`config.mk`:
```
export PLATFORM = sky130hd
export DESIGN_NAME = seg_xlate_front
export DESIGN_NICKNAME = d
export VERILOG_FILES = /design/src/rtl/xl_pkg.sv /design/src/rtl/seg_base_pick.sv /design/src/rtl/seg_decode.sv /design/src/rtl/xlate_fsm.sv /design/src/rtl/seg_xlate_front.sv
export SDC_FILE = /design/constraint.sdc
export NUM_CORES = 1
export LEC_CHECK = 0
export ABC_AREA = 0
export CAP_MARGIN = 20
export CORE_MARGIN = 1.5
export CORE_UTILIZATION = 36
export DETAILED_ROUTE_END_ITERATION = 7
export PLACE_DENSITY = 0.82
export SLEW_MARGIN = 20
export SYNTH_ARGS = -nofsm -noshare
export SYNTH_HDL_FRONTEND = slang
export SYNTH_SLANG_ARGS = --single-unit
```
`constraint.sdc`:
```
create_clock -name clk -period 2.37 [get_ports clk]
set_clock_uncertainty 0.2 [all_clocks]
set_input_delay 0.711 -clock clk [delete_from_list [all_inputs] [get_ports clk]]
set_output_delay 0.711 -clock clk [all_outputs]
set_load 0.05 [all_outputs]
```
`src/rtl/xl_pkg.sv`:
```
package xl_pkg;

    typedef enum logic [1:0] {
        ST_IDLE = 2'd0,
        ST_WALK = 2'd1,
        ST_DONE = 2'd2
    } xl_state_e;

    typedef struct packed {
        logic x;
        logic w;
        logic r;
    } perm_t;

    localparam perm_t PERM_ALL = '{x: 1'b1, w: 1'b1, r: 1'b1};

endpackage

```
`src/rtl/seg_base_pick.sv`:
```
module seg_base_pick #(
    parameter int SEG_W = 4,
    parameter int REG_W = 32
) (
    input  logic [SEG_W-1:0] seg,
    input  logic [REG_W-1:0] base_lo,
    input  logic [REG_W-1:0] base_hi,
    output logic [SEG_W-1:0] nibble
);
    localparam int NSEG    = 1 << SEG_W;
    localparam int PER_REG = REG_W / SEG_W;

    logic [SEG_W-1:0] cand [NSEG];

    for (genvar g = 0; g < NSEG; g++) begin : g_cand
        if (g < PER_REG) begin : g_lo
            assign cand[g] = base_lo[g*SEG_W +: SEG_W];
        end else begin : g_hi
            assign cand[g] = base_hi[(g-PER_REG)*SEG_W +: SEG_W];
        end
    end

    assign nibble = cand[seg];

endmodule

```
`src/rtl/seg_decode.sv`:
```
module seg_decode #(
    parameter int          ADDR_W  = 32,
    parameter int          SEG_W   = 4,
    parameter int          REG_W   = 32,
    parameter int          CFG_W   = 32,
    parameter logic [31:0] EN_MASK = 32'h0000_000C
) (
    input  logic [ADDR_W-1:0]       vaddr,
    input  logic                    user,
    input  logic [CFG_W-1:0]        gc_cfg,
    input  logic [(1<<SEG_W)-1:0]   mm_cfg,
    input  logic [REG_W-1:0]        base_lo,
    input  logic [REG_W-1:0]        base_hi,
    output logic                    xl_on,
    output logic                    bypass,
    output logic [ADDR_W-1:0]       byp_paddr
);
    localparam int OFF_W = ADDR_W - SEG_W;

    logic [SEG_W-1:0] seg;
    logic [SEG_W-1:0] nib;
    logic             seg_hit;

    assign seg     = vaddr[ADDR_W-1 -: SEG_W];
    assign xl_on   = |(gc_cfg & EN_MASK[CFG_W-1:0]);
    assign seg_hit = !user && mm_cfg[seg];
    assign bypass  = !xl_on || seg_hit;

    seg_base_pick #(.SEG_W(SEG_W), .REG_W(REG_W)) i_pick (
        .seg     (seg),
        .base_lo (base_lo),
        .base_hi (base_hi),
        .nibble  (nib)
    );

    always_comb begin
        if (xl_on) byp_paddr = {nib, vaddr[OFF_W-1:0]};
        else       byp_paddr = vaddr;
    end

endmodule

```
`src/rtl/xlate_fsm.sv`:
```
module xlate_fsm
    import xl_pkg::*;
(
    input  logic clk,
    input  logic rst_n,
    input  logic req_valid,
    input  logic bypass,
    input  logic tlb_done,
    output logic req_ready,
    output logic tlb_req,
    output logic rsp_valid,
    output logic accept,
    output logic capture
);
    xl_state_e state_q, state_d;

    always_ff @(posedge clk or negedge rst_n) begin
        if (!rst_n) state_q <= ST_IDLE;
        else        state_q <= state_d;
    end

    always_comb begin
        state_d = state_q;
        unique case (state_q)
            ST_IDLE: if (req_valid) state_d = bypass ? ST_DONE : ST_WALK;
            ST_WALK: if (tlb_done)  state_d = ST_DONE;
            ST_DONE: state_d = ST_IDLE;
            default: state_d = ST_IDLE;
        endcase
    end

    always_comb begin
        req_ready = 1'b0;
        tlb_req   = 1'b0;
        rsp_valid = 1'b0;
        accept    = 1'b0;
        capture   = 1'b0;
        unique case (state_q)
            ST_IDLE: begin
                req_ready = 1'b1;
                accept    = req_valid;
            end
            ST_WALK: begin
                tlb_req = 1'b1;
                capture = tlb_done;
            end
            ST_DONE: rsp_valid = 1'b1;
            default: ;
        endcase
    end


    rsp_single_chk: assert property (@(posedge clk) disable iff (!rst_n)
        rsp_valid |=> !rsp_valid);


    rsp_then_ready_chk: assert property (@(posedge clk) disable iff (!rst_n)
        rsp_valid |=> req_ready);


    walk_hold_chk: assert property (@(posedge clk) disable iff (!rst_n)
        (tlb_req && !tlb_done) |=> tlb_req);

endmodule

```
`src/rtl/seg_xlate_front.sv`:
```
module seg_xlate_front
    import xl_pkg::*;
#(
    parameter int          ADDR_W  = 32,
    parameter int          SEG_W   = 4,
    parameter int          REG_W   = 32,
    parameter int          CFG_W   = 32,
    parameter int          KIND_W  = 2,
    parameter logic [31:0] EN_MASK = 32'h0000_000C
) (
    input  logic                   clk,
    input  logic                   rst_n,
    input  logic                   req_valid,
    output logic                   req_ready,
    input  logic [ADDR_W-1:0]      req_vaddr,
    input  logic                   req_user,
    input  logic [KIND_W-1:0]      req_kind,
    input  logic [CFG_W-1:0]       gc_cfg,
    input  logic [(1<<SEG_W)-1:0]  mm_cfg,
    input  logic [REG_W-1:0]       seg_base_lo,
    input  logic [REG_W-1:0]       seg_base_hi,
    output logic                   tlb_req,
    output logic [ADDR_W-1:0]      tlb_vaddr,
    output logic                   tlb_user,
    output logic [KIND_W-1:0]      tlb_kind,
    input  logic                   tlb_done,
    input  logic [ADDR_W-1:0]      tlb_paddr,
    input  logic [2:0]             tlb_perm,
    input  logic                   tlb_fault,
    output logic                   rsp_valid,
    output logic [ADDR_W-1:0]      rsp_paddr,
    output logic [2:0]             rsp_perm,
    output logic                   rsp_fault,
    output logic                   rsp_from_tlb
);
    logic              xl_on;
    logic              bypass;
    logic [ADDR_W-1:0] byp_paddr;
    logic              accept;
    logic              capture;

    logic [ADDR_W-1:0] hold_vaddr_q;
    logic              hold_user_q;
    logic [KIND_W-1:0] hold_kind_q;
    logic [ADDR_W-1:0] paddr_q;
    perm_t             perm_q;
    logic              fault_q;
    logic              src_q;

    seg_decode #(
        .ADDR_W(ADDR_W), .SEG_W(SEG_W), .REG_W(REG_W),
        .CFG_W(CFG_W), .EN_MASK(EN_MASK)
    ) i_dec (
        .vaddr     (req_vaddr),
        .user      (req_user),
        .gc_cfg    (gc_cfg),
        .mm_cfg    (mm_cfg),
        .base_lo   (seg_base_lo),
        .base_hi   (seg_base_hi),
        .xl_on     (xl_on),
        .bypass    (bypass),
        .byp_paddr (byp_paddr)
    );

    xlate_fsm i_fsm (
        .clk       (clk),
        .rst_n     (rst_n),
        .req_valid (req_valid),
        .bypass    (bypass),
        .tlb_done  (tlb_done),
        .req_ready (req_ready),
        .tlb_req   (tlb_req),
        .rsp_valid (rsp_valid),
        .accept    (accept),
        .capture   (capture)
    );

    always_ff @(posedge clk or negedge rst_n) begin
        if (!rst_n) begin
            hold_vaddr_q <= '0;
            hold_user_q  <= 1'b0;
            hold_kind_q  <= '0;
        end else if (accept) begin
            hold_vaddr_q <= req_vaddr;
            hold_user_q  <= req_user;
            hold_kind_q  <= req_kind;
        end
    end

    always_ff @(posedge clk or negedge rst_n) begin
        if (!rst_n) begin
            paddr_q <= '0;
            perm_q  <= '0;
            fault_q <= 1'b0;
            src_q   <= 1'b0;
        end else if (accept && bypass) begin
            paddr_q <= byp_paddr;
            perm_q  <= PERM_ALL;
            fault_q <= 1'b0;
            src_q   <= 1'b0;
        end else if (capture) begin
            paddr_q <= tlb_paddr;
            perm_q  <= perm_t'(tlb_perm);
            fault_q <= tlb_fault;
            src_q   <= 1'b1;
        end
    end

    assign tlb_vaddr    = hold_vaddr_q;
    assign tlb_user     = hold_user_q;
    assign tlb_kind     = hold_kind_q;
    assign rsp_paddr    = paddr_q;
    assign rsp_perm     = perm_q;
    assign rsp_fault    = fault_q;
    assign rsp_from_tlb = src_q;


    off_ident_chk: assert property (@(posedge clk) disable iff (!rst_n)
        (req_valid && req_ready && !xl_on) |=>
        (rsp_valid && !rsp_from_tlb && rsp_paddr == $past(req_vaddr)));


    direct_route_chk: assert property (@(posedge clk) disable iff (!rst_n)
        (req_valid && req_ready && xl_on && !req_user
         && mm_cfg[req_vaddr[ADDR_W-1 -: SEG_W]]) |=> (rsp_valid && !rsp_from_tlb && !tlb_req));


    direct_perm_chk: assert property (@(posedge clk) disable iff (!rst_n)
        (rsp_valid && !rsp_from_tlb) |-> (rsp_perm == 3'b111 && !rsp_fault));


    user_paged_chk: assert property (@(posedge clk) disable iff (!rst_n)
        (req_valid && req_ready && xl_on && req_user) |=> tlb_req);


    kern_unmapped_chk: assert property (@(posedge clk) disable iff (!rst_n)
        (req_valid && req_ready && xl_on && !req_user
         && !mm_cfg[req_vaddr[ADDR_W-1 -: SEG_W]]) |=> tlb_req);


    walk_addr_stable_chk: assert property (@(posedge clk) disable iff (!rst_n)
        (tlb_req && $past(tlb_req)) |-> ($stable(tlb_vaddr) && $stable(tlb_kind)));


    tlb_result_chk: assert property (@(posedge clk) disable iff (!rst_n)
        (rsp_valid && rsp_from_tlb) |->
        ($past(tlb_done) && rsp_paddr == $past(tlb_paddr) && rsp_fault == $past(tlb_fault)));

endmodule

```
==> results of run 1 <==
==> worst max path at each step <==
| stage | to | slack, ns | depth (start not counted) |
|---|---|---|---|
| after floorplan | rsp_perm[0] | -0.57 | 8 |
| after global placement | rsp_perm[0] | -1.03 | 8 |
| after detailed placement | rsp_perm[1] | -1.10 | 8 |
| after CTS | rsp_paddr[31] | -0.15 | 8 |
| after global routing | rsp_paddr[31] | -0.29 | 8 |
| final | rsp_paddr[31] | -0.25 | 8 |
==> power by group through the flow <==
stage | sequential, mW | combinational [mW] | clock, mW
final | 2.13 | 4.70 | 0.962
after global routing | 2.20 | 4.92 | 1.03
after global placement | 2.14 | 4.54 | 0
after floorplan | 4.00 | 1.12 | 0
after detailed placement | 2.15 | 4.60 | 0
after CTS | 2.14 | 4.68 | 0.984
==> final cells by class <==
cell class | count | area [um^2] | share of cell area
flip-flops and latches | 74 | 1850 | 0.284
clock buffers | 10 | 138 | 0.0211
repair buffers | 261 | 2370 | 0.363
multi-input cells | 231 | 1780 | 0.274
repair inverters | 2 | 20.0 | 0.00307
inverters | 32 | 133 | 0.0203
well taps | 136 | 170 | 0.0261
diodes | 1 | 2.50 | 0.000384
clock inverters | 5 | 53.8 | 0.00825
==> cells in the final DEF, fill, tap and decap left out, drive strengths merged, types with 2 or more instances in the layout <==
cell type	instances
a21oi	4
a221o	4
a31oi	2
and2	2
and3	4
buf	124
clkbuf	10
clkdlybuf4s50	135
clkinv	3
dfrtp	74
dlygate4sd2	2
inv	35
mux2	6
mux2i	4
mux4	19
nand2	132
nor2	6
nor2b	2
o21ai	4
o221ai	28
o22a	3
o22ai	3
==> cells by family after synthesis <==
group,after synthesis
simple gates,149
flops,74
mux,29
buf+inv,57
compound gates,53
==> metal layers <==
| layer | vias up | share of wire |
|---|---|---|
| met4 | 0 | 0.027 |
| met1 | 1800 | 0.37 |
| met5 | - | 0 |
| met3 | 27 | 0.074 |
| met2 | 175 | 0.53 |
| li1 | 1744 | - |
==> Yosys cell counts, drive strengths merged <==
master,number
o21ai,4
mux4,19
o221ai,28
nor2,6
o211ai,1
a31oi,2
a22o,1
dfrtp,74
mux2i,4
or3,1
inv,32
a221oi,1
a21o,1
mux2,6
nand2,132
or2,1
and3,4
o22ai,3
nand2b,1
o22a,3
and2,2
clkbuf,15
buf,10
a21oi,4
a221o,4
o21a,1
nor2b,2
==> what timing repair did <==
| item | CTS | global route |
|---|---|---|
| setup buffers | 2 | 1 |
| cloned | 2 | 0 |
| setup endpoints to repair | 39 | 38 |
| gates resized for setup | 81 | 3 |
| pin swaps | 7 | 5 |
==> registers in the layout (all words and copies together), names as in the netlist <==
register,count
i_fsm.state_q,2
rsp_fault,1
rsp_from_tlb,1
rsp_paddr,32
rsp_perm,3
tlb_kind,2
tlb_user,1
tlb_vaddr,32
==> critical path, cell delays in order <==
cell and delay [ns]:
buf_8 0.08, mux4_2 0.50, mux4_2 0.51, a21o_1 0.22, a21oi_4 0.21, buf_8 0.18, buf_6 0.13, a221o_1 0.14
==> metrics by stage <==
stage                     cells  cell area (um^2)   util  hold WS [ns]
after floorplan             362              3860      -         0.215
after global placement      731              6280  0.608         0.261
after detailed placement    731              6280  0.608         0.265
after CTS                   750              6480  0.627        0.0862
after global routing        752              6520  0.632        0.0924
final                       752              6520  0.632        0.0879
==> impl_results.md, run 1 <==
* Initial antenna violation count at 1
* Sw frac at 0.496
* Largest family of logic cells by synthesized area: compound AO/OA/AOI/OAI gates
* Avg Cell Area, Syn at roughly 11 um^2
* FF+latch count, synth at 74
* GRT Max-Usage Layer: met2
* Compound-gate portion of the synthesized area at 0.160
* Static Leakage at between 3 and 4 nW
* M3 GR Usage at 0.0662
* Setup violators final at 37
* Number of fill cells at 823
* Met2 usage at 0.443
* Final setup TNS at -7.60 ns
* Required time at the worst-slack endpoint at 2.44 ns
* R2r endpoint: rsp_paddr[28]
* Total power per unit cell area at approximately 1200 mW/mm^2
* Violated checks: negative setup slack
* Dpl hpwl at just over 10 mm
* Via count at about 3700
* Netlist cell types at 33
* Share of layout cells above drive strength 1 at 0.324
* Rel. slew slack at 0.738
* CP startpoint kind: input pin
* Fin. Hold Viols at 0
* Gate power share at 0.603
* Die Wd at 106 um
* Max rail drop VDD at between 0.0006 and 0.0007 V
* Antenna viol nets, final at 0
* Reg clk slew, reported paths at around 0.080 ns
* Switch Pwr at roughly 3.9 mW
* Syn Inst Count at 362
* Max Cap Viol at 0
* Crit end category: flip-flop
* Crit path max fanout at 6
* Cell accounting for the most synthesized area: dfrtp_1
* Post-Synth Simple-Gate Area at 0.153
* Area Overhead vs Synth at 69.7%
* Clk buf depth at 2
* Detailed Route Iter0 Violations at 243
* Largest net degree at the start of global routing at 48
* Clk_lat worst skew at about 0.33 ns
* Number of global-route vias before repair at just over 4000
* Post-synthesis sequential area ratio at 0.482
* Initial core utilization at 0.372
* Post-DR wirelength/cell at about 18 um
* Final Power at between 7 and 8 mW
* Post-synth top area share at 0.482
* Reg2Reg Depth at 6
* DR pass1 iterations at 4
* RSZ-0062 raised after global routing: true
* Routability Congestion at around 0.85
* Tmin final at between 2 and 3 ns
* Gr ovfl total at 0
* GRT Overall Usage at 0.241
* Arr. time, crit path at ~2.7 ns
* Syn Nets at roughly 550
* Core area at roughly 0.010 mm^2
* Top post-synthesis cells by area: dfrtp_1 (48%), nand2_1 (13%), mux4_2 (11%), o221ai_2 (11%), inv_1 (3.0%)
* # DRC at 0
* P_int at 3.93 mW
* CTS tree: done
* Crit Path Class: in2reg
* H-Tree Depth at 3
* Slew Viols, Final at 0
* Mapped cell area at approximately 0.0038 mm^2
* TritonCTS Buffers at 9
* Buffers on Ports at 231
* Met1 Track Usage GR at 0.258
* Dpl ws at -1.10 ns
* Outcome: finished, violations left
* Tightest Pin Transition at approximately 0.39 ns
* Die ar. at roughly 0.011 mm^2
* Reg-to-Reg Start: i_fsm.state_q[0]
* Critical path origin: req_vaddr[30]
* Sequential power share at 0.274
* Syn. warnings at 0
* Die height at ~110 um
* Mux share of post-synthesis cell area at 0.139
* Global-route wire length before repair at 20.6 mm
* # IOs at approximately 260
* Min-delay worst type: in2async
* Clk network pwr share at 0.123
* Achievable Freq at about 0.38 GHz
* Root Driver: clkbuf_8
* Adder-Cell Fraction of Synth Area at 0
* Reg2reg setup slack at between 0.3 and 0.4 ns
* Via density at between 4 and 5
* PnR worst setup slack at -0.250 ns
* Final worst path period share at 1.11
* Hold-fix buffers, CTS at 0
* Post-Synth XOR/XNOR Area at 0
* Layout Nets at 798
* Sink Count at 74
* Post-Route WL at between 10 and 15 mm
* Std-Cell Rows at 37
Note: power is estimated with default switching activity, not from simulation.
==> run 2, diff against run 1 <==
--- a/config.mk
+++ b/config.mk
@@ -7,8 +7,10 @@
 export LEC_CHECK = 0
 export ABC_AREA = 0
 export CAP_MARGIN = 20
+export CELL_PAD_IN_SITES_DETAIL_PLACEMENT = 1
+export CELL_PAD_IN_SITES_GLOBAL_PLACEMENT = 2
 export CORE_MARGIN = 1.5
-export CORE_UTILIZATION = 36
+export CORE_UTILIZATION = 20
 export DETAILED_ROUTE_END_ITERATION = 7
 export PLACE_DENSITY = 0.82
 export SLEW_MARGIN = 20
==> run 2 against run 1 <==
Against the previous run: the flow still finishes with violations (negative setup slack); highest routed layer is now met5; sequential share of layout area fell by 2.0 points; clock-buffer cell count grew 5; clock power rose by 50%; register-to-register slack worse by 0.02 ns; cell count increased by 16%; worst hold slack better by 0.041 ns; sequential power is essentially flat; die area grew 77%; total power is 8.6% higher; combinational power rose by 4%; first-iteration DRC count decreased by 43%.
==> impl_results.md, run 2 (synthesized netlist as in run 1, its figures left out) <==
* Outcome: finished, violations left
* Violated checks: negative setup slack
* Crit-path max cell delay at 0.50 ns (about the same)
* Crit Path Class: in2reg
* Max Cap Viol at 0 (unchanged)
* Post-DR wirelength/cell at 18.4 um (+3.0%)
* Initial core utilization at 0.205 (-0.167)
* Via count at 3876 (+3.5%)
* Initial antenna violation count at 0 (-1)
* Max rail drop VDD at 0.000355 V (-48%)
* Arr. time, crit path at 2.68 ns (about the same)
* Core area at 0.0188 mm^2 (+82%)
* Antenna viol nets, final at 0 (unchanged)
* Rel. slew slack at 0.690 (-0.0479)
* Crit path max fanout at 6 (unchanged)
* PnR worst setup slack at -0.259 ns (-0.00843 ns)
* Ant diodes at 0 (-1)
* Reg2reg setup slack at 0.34 ns (-0.02 ns)
* Global-route wire length before repair at 24.7 mm (+20%)
* Number of fill cells at 2081 (+150%)
* Via density at 4.43 (-11%)
* # IOs at 262 (unchanged)
* CP startpoint kind: input pin
* Final Instance Area at 0.00702 mm^2 (+7.7%)
* Final worst path period share at 1.11 (+0.00356)
* Tightest Pin Transition at 0.465 ns (+0.0719 ns)
* Largest net degree at the start of global routing at 31 (-35%)
* Layout Nets at 822 (+3.0%)
* Achievable Freq at 0.380 GHz (-0.32%)
* Die height at 142 um (+33%)
* Hold slack at 0.129 ns (+0.0411 ns)
* Number of global-route vias before repair at 4403 (+7.3%)
* Final Core Density at 0.374 (-0.257)
* Clk buf depth at 2 (unchanged)
* Final Power at 8.46 mW (+8.6%)
* Total power per unit cell area at 1200 mW/mm^2 (+0.84%)
* Area after DPL at 0.00650 mm^2 (+3.6%)
* Required time at the worst-slack endpoint at 2.42 ns (-0.02 ns)
* Reg clk slew, reported paths at 0.06 ns (-0.02 ns)
* CP cell instances: buf_2, mux4_2, mux4_2, a21o_1, a21oi_4, inv_6, buf_12, o221ai_2
* Die Wd at 142 um (+33%)
* TritonCTS Buffers at 9 (unchanged)
* Share of layout cells above drive strength 1 at 0.352 (+0.0280)
* Detailed Route Iter0 Violations at 138 (-43%)
* Reg-to-Reg Start: i_fsm.state_q[1]
* Most common cell after layout, fill and taps aside: clkdlybuf4s50_1
* Static Leakage at 3.21 nW (+6.8%)
* H-Tree Depth at 3 (unchanged)
* Post-Route WL at 16.1 mm (+20%)
* Sink Count at 74 (unchanged)
* Most frequent cells in the layout: clkdlybuf4s50_1 (135), nand2_1 (131), buf_4 (110), dfrtp_1 (74), inv_1 (31)
* CP max-delay cell: mux4_2
* CP most frequent cell: mux4_2
* RSZ-0062 raised after global routing: true
* CTS tree: done
* Die ar. at 0.0201 mm^2 (+77%)
* Slew Viols, Final at 0 (unchanged)
* Root Driver: clkbuf_16
* Clk_lat worst skew at 0.33 ns (about the same)
* Buffers on Ports at 231 (unchanged)
* Area occupied by multi-input gates at 0.00176 mm^2 (-1.1%)
* # DRC at 0 (unchanged)
* Sequential Area at 0.00185 mm^2 (unchanged)
* Gr ovfl total at 0 (unchanged)
* Routability Congestion at 0.793 (-6.3%)
* Tmin final at 2.63 ns (+0.00843 ns)
* R2r endpoint: rsp_paddr[28]
* Dpl hpwl at 12.6 mm (+22%)
* Min-delay worst type: in2async
* Hold-fix buffers, CTS at 0 (unchanged)
* DR pass1 iterations at 4 (unchanged)
* GRT Overall Usage at 0.164 (-0.0770)
* Area Overhead vs Synth at 82.8%
* Std-Cell Rows at 50 (+35%)
* Crit end category: flip-flop
* Setup violators final at 38 (+2.7%)
* Reg2Reg Depth at 7 (+1)
* Fin. Hold Viols at 0 (unchanged)
[run 2: timing repair]
action	4_1_cts	5_1_grt
pin swaps	7	7
buffers inserted	13	2
gates resized for setup	85	3
gates cloned	5	0
endpoints found under the setup margin	39	38
[run 2: worst max-delay path, delay by kind of cell]
kind | cells | cell delay, ns
AO/OA/AOI/OAI | 3 | 0.61
buffers and inverters | 3 | 0.40
multiplexers | 2 | 0.96
[run 2: area by class of cell]
type,instances,area share
sequential,74,0.264
timing repair buffer,286,0.380
tap,234,0.0417
clock buffer,15,0.0410
clock inverter,1,0.00428
timing repair inverter,1,0.000534
multi-input combinational,231,0.251
inverter,32,0.0178
[run 2: worst max path at each step]
| stage | slack (ns) | to | from | cells after the start |
|---|---|---|---|---|
| 2_1_floorplan | -0.57 | rsp_perm[0] | req_vaddr[30] | 8 |
| 3_3_place_gp | -1.04 | rsp_paddr[17] | req_vaddr[30] | 8 |
| 3_5_place_dp | -1.14 | rsp_paddr[13] | req_vaddr[31] | 8 |
| 4_1_cts | -0.25 | rsp_paddr[13] | req_vaddr[31] | 8 |
| 5_1_grt | -0.33 | rsp_paddr[0] | req_vaddr[31] | 8 |
| 6_report | -0.26 | rsp_paddr[19] | mm_cfg[4] | 8 |
[run 2: metal layers]
metal  GRT usage  vias to the layer above  part of all wire
met4      0.0472                        2             0.011
met2       0.296                      166              0.51
met5           0                        -           0.00031
met1       0.189                     1896              0.40
li1            -                     1801                 -
met3      0.0469                       11             0.078
[run 2: through the flow]
stage / worst slack (ns) / TNS, ns / std cells
finish: -0.259 / -8.47 / 874
global route: -0.331 / -10.89 / 874
CTS: -0.248 / -8.17 / 873
detailed placement: -1.14 / -42.09 / 841
global placement: -1.04 / -38.74 / 841
floorplan: -0.566 / -18.39 / 362
[run 2: report_power, final]
part	total [mW]	switching [mW]	leakage, nW	internal [mW]
combinational	4.87	3.14	2.15	1.73
clock	1.44	0.509	0.156	0.931
sequential	2.16	0.345	0.905	1.81
total	8.46	3.99	3.21	4.47
==> run 3, diff against run 2 <==
--- a/config.mk
+++ b/config.mk
@@ -13,7 +13,6 @@
 export CORE_UTILIZATION = 20
 export DETAILED_ROUTE_END_ITERATION = 7
 export PLACE_DENSITY = 0.82
-export SLEW_MARGIN = 20
 export SYNTH_ARGS = -nofsm -noshare
 export SYNTH_HDL_FRONTEND = slang
 export SYNTH_SLANG_ARGS = --single-unit
==> results of run 3 <==
Final layout, timing and power as in run 2 (identical DEF).
